**config.mk**
```make
export PLATFORM = sky130hd
export DESIGN_NAME = bst_scanner
export DESIGN_NICKNAME = d
export VERILOG_FILES = /design/src/rtl/bst_pkg.sv /design/src/rtl/bst_scan_seq.sv /design/src/rtl/bst_mark_hold.sv /design/src/rtl/bst_table.sv /design/src/rtl/bst_scanner.sv
export SDC_FILE = /design/constraint.sdc
export NUM_CORES = 2
export LEC_CHECK = 0
export BUFFER_PORTS_ARGS = -buffer_cell sky130_fd_sc_hd__clkbuf_2
export CAP_MARGIN = 0
export CORE_ASPECT_RATIO = 1.25
export CORE_UTILIZATION = 45
export CTS_CLUSTER_SIZE = 30
export DETAILED_ROUTE_END_ITERATION = 10
export PLACE_DENSITY = 0.59
export RECOVER_POWER = 50
export SLEW_MARGIN = 5
export SYNTH_ARGS = -nofsm -noshare
export SYNTH_HDL_FRONTEND = slang
export SYNTH_SLANG_ARGS = --single-unit
```
**constraint.sdc**
```tcl
create_clock -name clk -period 5.88 [get_ports clk]
set_clock_uncertainty 0.05 [all_clocks]
set_input_delay 1.176 -clock clk [delete_from_list [all_inputs] [get_ports clk]]
set_output_delay 1.176 -clock clk [all_outputs]
set_load 0.02 [all_outputs]
```
**src/rtl/bst_pkg.sv**
```systemverilog
package bst_pkg;

    localparam logic [7:0] ERASED_BYTE = 8'hFF;

    typedef enum logic [1:0] {
        SC_START,
        SC_ISSUE,
        SC_WAIT,
        SC_DONE
    } scan_state_e;

    // Outcome of one marker byte: whether the block is settled and how.
    typedef struct packed {
        logic settle;
        logic bad;
    } verdict_t;

    function automatic verdict_t judge_marker(input logic [7:0] marker,
                                              input logic       second_page);
        verdict_t r;
        r.bad    = (marker != ERASED_BYTE);
        r.settle = r.bad || second_page;
        return r;
    endfunction

endpackage

```
**src/rtl/bst_scan_seq.sv**
```systemverilog
module bst_scan_seq
    import bst_pkg::*;
#(
    parameter int NUM_BLOCKS = 1024,
    parameter int BLK_W      = 10,
    parameter int PAGE_W     = 6,
    parameter int COL_W      = 12,
    parameter int SPARE_COL  = 2048
) (
    input  logic              clk,
    input  logic              rst,
    input  logic              rsp_valid,
    input  logic [7:0]        rsp_data,
    output logic              rd_req,
    output logic [BLK_W-1:0]  rd_block,
    output logic [PAGE_W-1:0] rd_page,
    output logic [COL_W-1:0]  rd_col,
    output logic              set_en,
    output logic [BLK_W-1:0]  set_block,
    output logic              done
);

    localparam logic [BLK_W-1:0] FIRST_BLK = BLK_W'(1);
    localparam logic [BLK_W-1:0] LAST_BLK  = BLK_W'(NUM_BLOCKS - 1);

    scan_state_e      state;
    logic [BLK_W-1:0] blk;
    logic             pg;
    verdict_t         vd;

    assign vd = judge_marker(rsp_data, pg);

    always_ff @(posedge clk) begin
        if (rst) begin
            state <= SC_START;
            blk   <= FIRST_BLK;
            pg    <= 1'b0;
        end else begin
            case (state)
                SC_START: state <= SC_ISSUE;
                SC_ISSUE: state <= SC_WAIT;
                SC_WAIT: begin
                    if (rsp_valid) begin
                        if (vd.settle) begin
                            if (blk == LAST_BLK) begin
                                state <= SC_DONE;
                            end else begin
                                blk   <= blk + FIRST_BLK;
                                pg    <= 1'b0;
                                state <= SC_ISSUE;
                            end
                        end else begin
                            pg    <= 1'b1;
                            state <= SC_ISSUE;
                        end
                    end
                end
                default: state <= SC_DONE;
            endcase
        end
    end

    assign rd_req    = (state == SC_ISSUE);
    assign rd_block  = blk;
    assign rd_page   = {{(PAGE_W-1){1'b0}}, pg};
    assign rd_col    = COL_W'(SPARE_COL);
    assign set_en    = (state == SC_WAIT) && rsp_valid && vd.settle && vd.bad;
    assign set_block = blk;
    assign done      = (state == SC_DONE);

endmodule

```
**src/rtl/bst_mark_hold.sv**
```systemverilog
module bst_mark_hold #(
    parameter int BLK_W = 10
) (
    input  logic             clk,
    input  logic             rst,
    input  logic             scan_done,
    input  logic             mark_valid,
    input  logic [BLK_W-1:0] mark_block,
    output logic             set_en,
    output logic [BLK_W-1:0] set_block
);

    logic             pend_v;
    logic [BLK_W-1:0] pend_blk;

    always_ff @(posedge clk) begin
        if (rst) begin
            pend_v   <= 1'b0;
            pend_blk <= '0;
        end else if (!scan_done) begin
            if (mark_valid && !pend_v) begin
                pend_v   <= 1'b1;
                pend_blk <= mark_block;
            end
        end else if (pend_v) begin
            // Held entry drains now; a new mark takes its place.
            pend_v <= mark_valid;
            if (mark_valid) begin
                pend_blk <= mark_block;
            end
        end
    end

    always_comb begin
        set_en    = scan_done && (pend_v || mark_valid);
        set_block = pend_v ? pend_blk : mark_block;
    end

endmodule

```
**src/rtl/bst_table.sv**
```systemverilog
module bst_table #(
    parameter int NUM_BLOCKS = 1024,
    parameter int BLK_W      = 10,
    parameter int CNT_W      = 11
) (
    input  logic             clk,
    input  logic             rst,
    input  logic             set_en,
    input  logic [BLK_W-1:0] set_block,
    input  logic [BLK_W-1:0] lk_block,
    output logic             lk_bad,
    output logic [CNT_W-1:0] bad_count
);

    logic [NUM_BLOCKS-1:0] bad_map;

    always_ff @(posedge clk) begin
        if (rst) begin
            bad_map   <= '0;
            bad_count <= '0;
            lk_bad    <= 1'b0;
        end else begin
            lk_bad <= bad_map[lk_block];
            if (set_en && !bad_map[set_block]) begin
                bad_map[set_block] <= 1'b1;
                bad_count          <= bad_count + CNT_W'(1);
            end
        end
    end

endmodule

```
**src/rtl/bst_scanner.sv**
```systemverilog
module bst_scanner #(
    parameter int  NUM_BLOCKS      = 1024,
    parameter int  PAGES_PER_BLOCK = 64,
    parameter int  COL_W           = 12,
    parameter int  SPARE_COL       = 2048,
    localparam int BLK_W           = $clog2(NUM_BLOCKS),
    localparam int PAGE_W          = $clog2(PAGES_PER_BLOCK),
    localparam int CNT_W           = $clog2(NUM_BLOCKS + 1)
) (
    input  logic              clk,
    input  logic              rst,
    output logic              rd_req,
    output logic [BLK_W-1:0]  rd_block,
    output logic [PAGE_W-1:0] rd_page,
    output logic [COL_W-1:0]  rd_col,
    input  logic              rd_rsp_valid,
    input  logic [7:0]        rd_rsp_data,
    input  logic [BLK_W-1:0]  lk_block,
    output logic              lk_bad,
    input  logic              mark_valid,
    input  logic [BLK_W-1:0]  mark_block,
    output logic              scan_done,
    output logic [CNT_W-1:0]  bad_count
);

    logic             scan_set;
    logic [BLK_W-1:0] scan_set_blk;
    logic             mk_set;
    logic [BLK_W-1:0] mk_set_blk;
    logic             tbl_set;
    logic [BLK_W-1:0] tbl_set_blk;

    bst_scan_seq #(
        .NUM_BLOCKS(NUM_BLOCKS),
        .BLK_W     (BLK_W),
        .PAGE_W    (PAGE_W),
        .COL_W     (COL_W),
        .SPARE_COL (SPARE_COL)
    ) u_seq (
        .clk      (clk),
        .rst      (rst),
        .rsp_valid(rd_rsp_valid),
        .rsp_data (rd_rsp_data),
        .rd_req   (rd_req),
        .rd_block (rd_block),
        .rd_page  (rd_page),
        .rd_col   (rd_col),
        .set_en   (scan_set),
        .set_block(scan_set_blk),
        .done     (scan_done)
    );

    bst_mark_hold #(
        .BLK_W(BLK_W)
    ) u_hold (
        .clk       (clk),
        .rst       (rst),
        .scan_done (scan_done),
        .mark_valid(mark_valid),
        .mark_block(mark_block),
        .set_en    (mk_set),
        .set_block (mk_set_blk)
    );

    // Scan writes occur only before done, mark writes only after.
    assign tbl_set     = scan_set || mk_set;
    assign tbl_set_blk = scan_done ? mk_set_blk : scan_set_blk;

    bst_table #(
        .NUM_BLOCKS(NUM_BLOCKS),
        .BLK_W     (BLK_W),
        .CNT_W     (CNT_W)
    ) u_tbl (
        .clk      (clk),
        .rst      (rst),
        .set_en   (tbl_set),
        .set_block(tbl_set_blk),
        .lk_block (lk_block),
        .lk_bad   (lk_bad),
        .bad_count(bad_count)
    );

endmodule

```
Yosys cells after proc, flatten, opt, wreduce, memory -nomap -nowiden:

Cells that the tools add are included.
Widths: inputs -> output; s select.

* register bits: 1060
* bits of input ports: 32
* output and inout bits: 42
* word-level logic and storage cells: 62

* add/subtract/negate cells: 2
* $lt $le $gt $ge: 3
* equality and inequality tests: 9
* multiplexer cells: 21
* bitwise operators: 2
* reductions and logical operators: 17

Operator list (number)
* $or 1024x1024->1024: 1
* $mux 10: 6
* $lt 10x11->1 const B: 2
* $bmux 1 s10: 2
* $add 11x1->11 const B: 1
* $add 10x1->10 const B: 1
* $demux 1 s10: 1
* $eq 10x10->1 const B: 1
* $ge 10x1->1 const B: 1
* $mux 1: 8
* $ne 8x8->1 const B: 1
* $logic_and 1x1->1: 7
* $mux 2: 3
* $ne 2x2->1 const B: 3
* $pmux 2 s3: 1
* $reduce_and 3->1: 2
* $eq 2x2->1 const B: 2
* $reduce_and 4->1: 1
* $logic_or 1x1->1: 3
* $eq 2x1->1 const B: 1
* $logic_not 1->1: 2
* $logic_not 2->1: 1
* $ne 2x1->1 const B: 1
* $reduce_bool 2->1: 1
* $not 1->1: 1

Longest topological paths before layout:

* depth in word-level cells: 7
* depth in mapped cells: 22
* mapped depth without buffers: 12

By module:

From an unflattened synthesis, not the netlist that was laid out.

* cell total of the unflattened synthesis: 5420
* area total of the unflattened synthesis: 54006.8 um2

By module, submodules not included
* bst_table: instances 1, cells an instance 5231, area an instance 52301.4 um2, sequential area each 20739.9 um2
* bst_scan_seq: instances 1, cells an instance 112, area an instance 939.7 um2, sequential area each 260.2 um2
* bst_mark_hold: instances 1, cells an instance 65, area an instance 598.1 um2, sequential area each 220.2 um2
* bst_scanner: instances 1, cells an instance 12, area an instance 167.7 um2, sequential area each 0.0 um2

Worst setup path before layout:

No wires, ideal clock.

* kind: input port to flip-flop
* from: in lk_block[0]
* to: reg u_tbl.lk_bad
* library setup time: 0.127 ns
* arrival: 4.812 ns
* data required time: 5.703 ns
* path slack: 0.890 ns
* cell stages on the path: 9
* path buffers: 3
* path through: clkbuf_1 buf_1 buf_1 mux4_2 mux4_2 mux4_2 mux4_2 mux4_2 nor2b_1

* word-level cells in the longest chain between the ends: 2

Ends and longest elaborated chain
* from (decl): RTL line bst_scanner.sv:18 `input logic [BLK_W-1:0] lk_block,`
* $bmux 1 s10: RTL line bst_table.sv:23 `lk_bad <= bad_map[lk_block];`
* $mux 1 (not written as such): RTL line bst_table.sv:23
* to (signal assigned): RTL line bst_table.sv:23
* to (decl): RTL line bst_table.sv:11 `output logic lk_bad,`

No other way between the ends. The select of a mux whose other input is x is not followed.
A chain may end at the register's enable or synchronous reset.

Worst setup path after layout:

* from: reg u_seq.state[0]
* to: reg u_tbl.bad_map[49]

* word-level cells in the longest chain between the ends: 7
* elaborated cells between the ends (all ways): 18
* classes of those cells: 2 x order compare; 2 x eq/ne; 5 x mux; 1 x bitwise; 8 x reduce/logical

Ends and longest elaborated chain
* from (decl): RTL line bst_scan_seq.sv:26 `scan_state_e state;`
* from (signal assigned): RTL line bst_scan_seq.sv:35 `state <= SC_START;`
* from (signal assigned): RTL line bst_scan_seq.sv:40 `SC_START: state <= SC_ISSUE;`
* from (signal assigned): RTL line bst_scan_seq.sv:41 `SC_ISSUE: state <= SC_WAIT;`
* parallel branches: the longest is 7 deep, another holds $mux 10
* to (signal assigned): RTL line bst_table.sv:19 `bad_map <= '0;`
* to (signal, indexed assignment): RTL line bst_table.sv:25 `bad_map[set_block] <= 1'b1;`
* to (decl): RTL line bst_table.sv:15 `logic [NUM_BLOCKS-1:0] bad_map;`

Parallel ways; which one is timed is not known. The select of a mux whose other input is x is not followed.

==> flow_summary.toml <==
[outcome]
outcome = "finished with violations"
failed_checks = "max-capacitance violations, max-slew violations"

[cells_and_area]
seq_area_um2 = 21200
syn_to_final_growth_pct = 10.3
drive_above_1_share_pct = 17.6
layout.nets = 5188
final_area_um2 = 59500
fill_cells = 10800
multi_input_area_um2 = 26000

[synthesis]
synth_area_leaders = "dfxtp_1 39%, mux4_2 18%, o32ai_1 17%, inv_1 7.2%, clkbuf_1 2.8%"
syn-instance-count = 5412
synthArstFlopShare_pct = 0
yosys_most_used_dff = "dfxtp_1"
synth_seq_area_share_pct = 39.4
yosysTopAreaCell = "dfxtp_1"
syn_area_um2 = 53900
ys_types = 64
synth_top_area_share_pct = 39.4
ys_ff_latch = 1060
synth-edff-count = 0
avgSynthCellArea_um2 = 9.96
yosys_warnings = 0

[timing]
tightestPinTransition_ns = 3.06
post-route-period-util_pct = 96.6
hold_viol_final = 0
rsz0062_at_grt = "no"
setup_ws_ns = 0.197
relSlewSlack_pct = -104
setup_tns_ns = 0
max_freq_mhz = 176
setup_violations = 0
hold_slack_ns = 0.416
fin_crit_ns = 5.68
slew_violations = 194

[critical_path]
rr_worst_depth = 14
crit_type = "reg -> reg"
critPathArrivalTime_ns = 6.23
required_ns = 6.42
r2r-start = "u_seq.state[0]$_SDFFE_PP0P_"
r2r_end = "u_tbl.bad_map[49]$_SDFFE_PP0P_"
reg2reg_setup_slack_ns = 0.20
cp-end-kind = "flip-flop"
cp_max_fo = 58
startpoint_type = "flip-flop"

[routing]
vias = 46400
routed_wl_mm = 202
viasPerCell = 6.81
wl_per_cell_um = 29.6
dr.pass1.iters = 8
post-route-drc-count = 0
drt_iter0_markers = 6458
drtAntennaViolNets = 0

[power_and_ir_drop]
vdd_ir_drop_max_mv = 0.249
p_sw_share_pct = 26.2
p_int_mw = 11.7
power.leakage_nw = 17.4
p_switching_mw = 4.15
p_per_area_nw_per_um2 = 266
share_seq_of_total_power_pct = 45.5
combPwrFrac_pct = 9.7
power_mw = 15.8
pwr-share-clk_pct = 44.8

[worst_hold_path]
min_to = "u_tbl.bad_map[403]$_SDFFE_PP0P_"
hold_depth = 2
holdCritStartpoint = "u_tbl.bad_map[403]$_SDFFE_PP0P_"
hold_class = "reg -> reg"

[floorplanning]
dieHeight_um = 389
num_io_pins = 74
row_count = 141
floorplan.initialDensity_pct = 45.5
die-area_um2 = 121000
core-area_um2 = 119000
die_x_um = 312

[global_route]
grt.total_usage_pct = 32.4
grt_max_degree = 169
antenna_found_initial = 2
gr-total-overflow = 0
grt_pass1_vias = 43500
grt_pass1_wl_mm = 296

[placement]
gp_congestion = 0.894
hpwl_mm = 118
post-place-ws_ns = -0.0424
place_area_um2 = 56200
port_buffers = 56

[clocking]
cts_buffers = 105
cts.sinks = 1060
cts_hold_buf = 0
clockRootBuffer = "clkbuf_16"
clk_latency_ns = 0.72
clk_pin_slew_worst_paths_ns = 0.06
cts-resized-gates = 0
cts_buffer_depth = 3
postCtsSetupBuffers = 0
tritoncts = "done"
ctsHtreeMaxLevel = 3

[job]
cap_violations = 3
-- metal layers --
layer / up-vias / global-route usage, % / part of all wire [%]
li1: 19900 / - / -
met2: 2630 / 50.7 / 46
met5: - / 0.359 / 0.032
met3: 551 / 4.96 / 9.3
met1: 23300 / 42.9 / 39
met4: 2 / 17.8 / 6.0
-- through the flow --
step                util [%]  instances
global placement        47.4       6620
floorplan                  -       5427
finish                  50.2       6816
CTS                     50.4       6815
detailed placement      47.4       6620
global route            50.2       6815
-- power groups by stage --
stage | registers, mW | logic [mW] | clock network (mW)
2_1_floorplan | 7.36 | 0.973 | 0
3_3_place_gp | 7.36 | 1.52 | 0
3_5_place_dp | 7.36 | 1.52 | 0
4_1_cts | 7.20 | 1.53 | 7.15
5_1_grt | 7.20 | 1.58 | 7.44
6_report | 7.20 | 1.53 | 7.10
-- layout make-up --
| cell class | instances | area share, % |
|---|---|---|
| diodes | 1 | 0.00421 |
| inverters | 1035 | 6.53 |
| clock inverters | 35 | 0.633 |
| repair buffers | 297 | 4.79 |
| flip-flops and latches | 1060 | 35.7 |
| multi-input cells | 2655 | 43.7 |
| well taps | 1573 | 3.31 |
| clock buffers | 160 | 5.38 |
-- Yosys cell counts, types with 9 or more instances --
master	instances
nand4_1	25
a31oi_1	18
and3_1	9
buf_4	32
buf_2	179
dfxtp_1	1060
a21oi_1	130
a211oi_1	12
buf_6	18
nor4_1	9
o21ai_0	30
nand2_1	395
nor3_1	19
a311o_1	9
inv_1	1034
a311oi_1	22
clkbuf_1	396
a221oi_1	50
nor2_1	62
o32ai_1	1024
a22oi_1	57
mux4_2	436
a32oi_1	64
o211ai_1	74
nand3_1	35
buf_1	52
mux2i_1	77
-- critical path: stages (launching register included) --
cell	delay [ns]
dfxtp_1	0.60
nand2_4	0.19
inv_4	0.25
mux2_8	0.50
buf_12	0.29
buf_4	0.36
mux4_2	0.39
a22oi_1	0.25
nand4_1	0.19
a221o_1	0.38
o211ai_1	0.65
nand2_1	0.19
or2_4	0.39
clkbuf_4	0.42
o32ai_1	0.38
-- cells in the final DEF (no fill, tap or decap), types with 9 or more instances in the layout --
cell,instances
dfxtp_1,1060
inv_1,1034
o32ai_1,1024
mux4_2,436
nand2_1,363
buf_4,145
a21oi_1,130
clkbuf_16,111
mux2i_1,77
o211ai_1,74
buf_12,65
a32oi_1,64
nor2_1,62
clkbuf_1,60
a22oi_1,57
a221oi_1,50
clkbuf_2,37
nand3_1,35
nand2_2,32
o21ai_0,30
nand4_1,25
clkbuf_8,24
a311oi_1,22
clkinv_2,20
a31oi_1,18
conb_1,17
a211oi_1,12
nor3_1,11
and3_1,9
nor4_1,9
a311o_1,9
-- kinds of logic after synthesis --
family          synth area share [%]
mux                             19.8
buf+inv                         12.8
other cells                   0.0139
compound gates                  23.2
xor+xnor                       0.114
simple gates                    4.63
flops                           39.4
fa+ha+maj                     0.0464
-- worst max path at each step --
stage	start	to	slack (ns)	cells after the start
floorplan	lk_block[0]	u_tbl.lk_bad$_SDFF_PP0_	0.89	9
global placement	mark_block[1]	u_tbl.bad_map[235]$_SDFFE_PP0P_	-0.02	14
detailed placement	mark_block[0]	u_tbl.bad_map[760]$_SDFFE_PP0P_	-0.04	15
CTS	u_seq.state[0]$_SDFFE_PP0P_	u_tbl.bad_map[760]$_SDFFE_PP0P_	0.35	14
global route	u_seq.state[0]$_SDFFE_PP0P_	u_tbl.bad_map[308]$_SDFFE_PP0P_	0.03	15
finish	u_seq.state[0]$_SDFFE_PP0P_	u_tbl.bad_map[49]$_SDFFE_PP0P_	0.20	14
-- state kept, by name (all words and copies together), names as in the netlist --
register         cells
u_tbl.lk_bad         1
u_hold.pend_blk     10
u_seq.rd_block      10
u_tbl.bad_count     11
u_hold.pend_v        1
u_tbl.bad_map     1024
u_seq.pg             1
u_seq.state          2
Power figures use the tool's default switching activity.
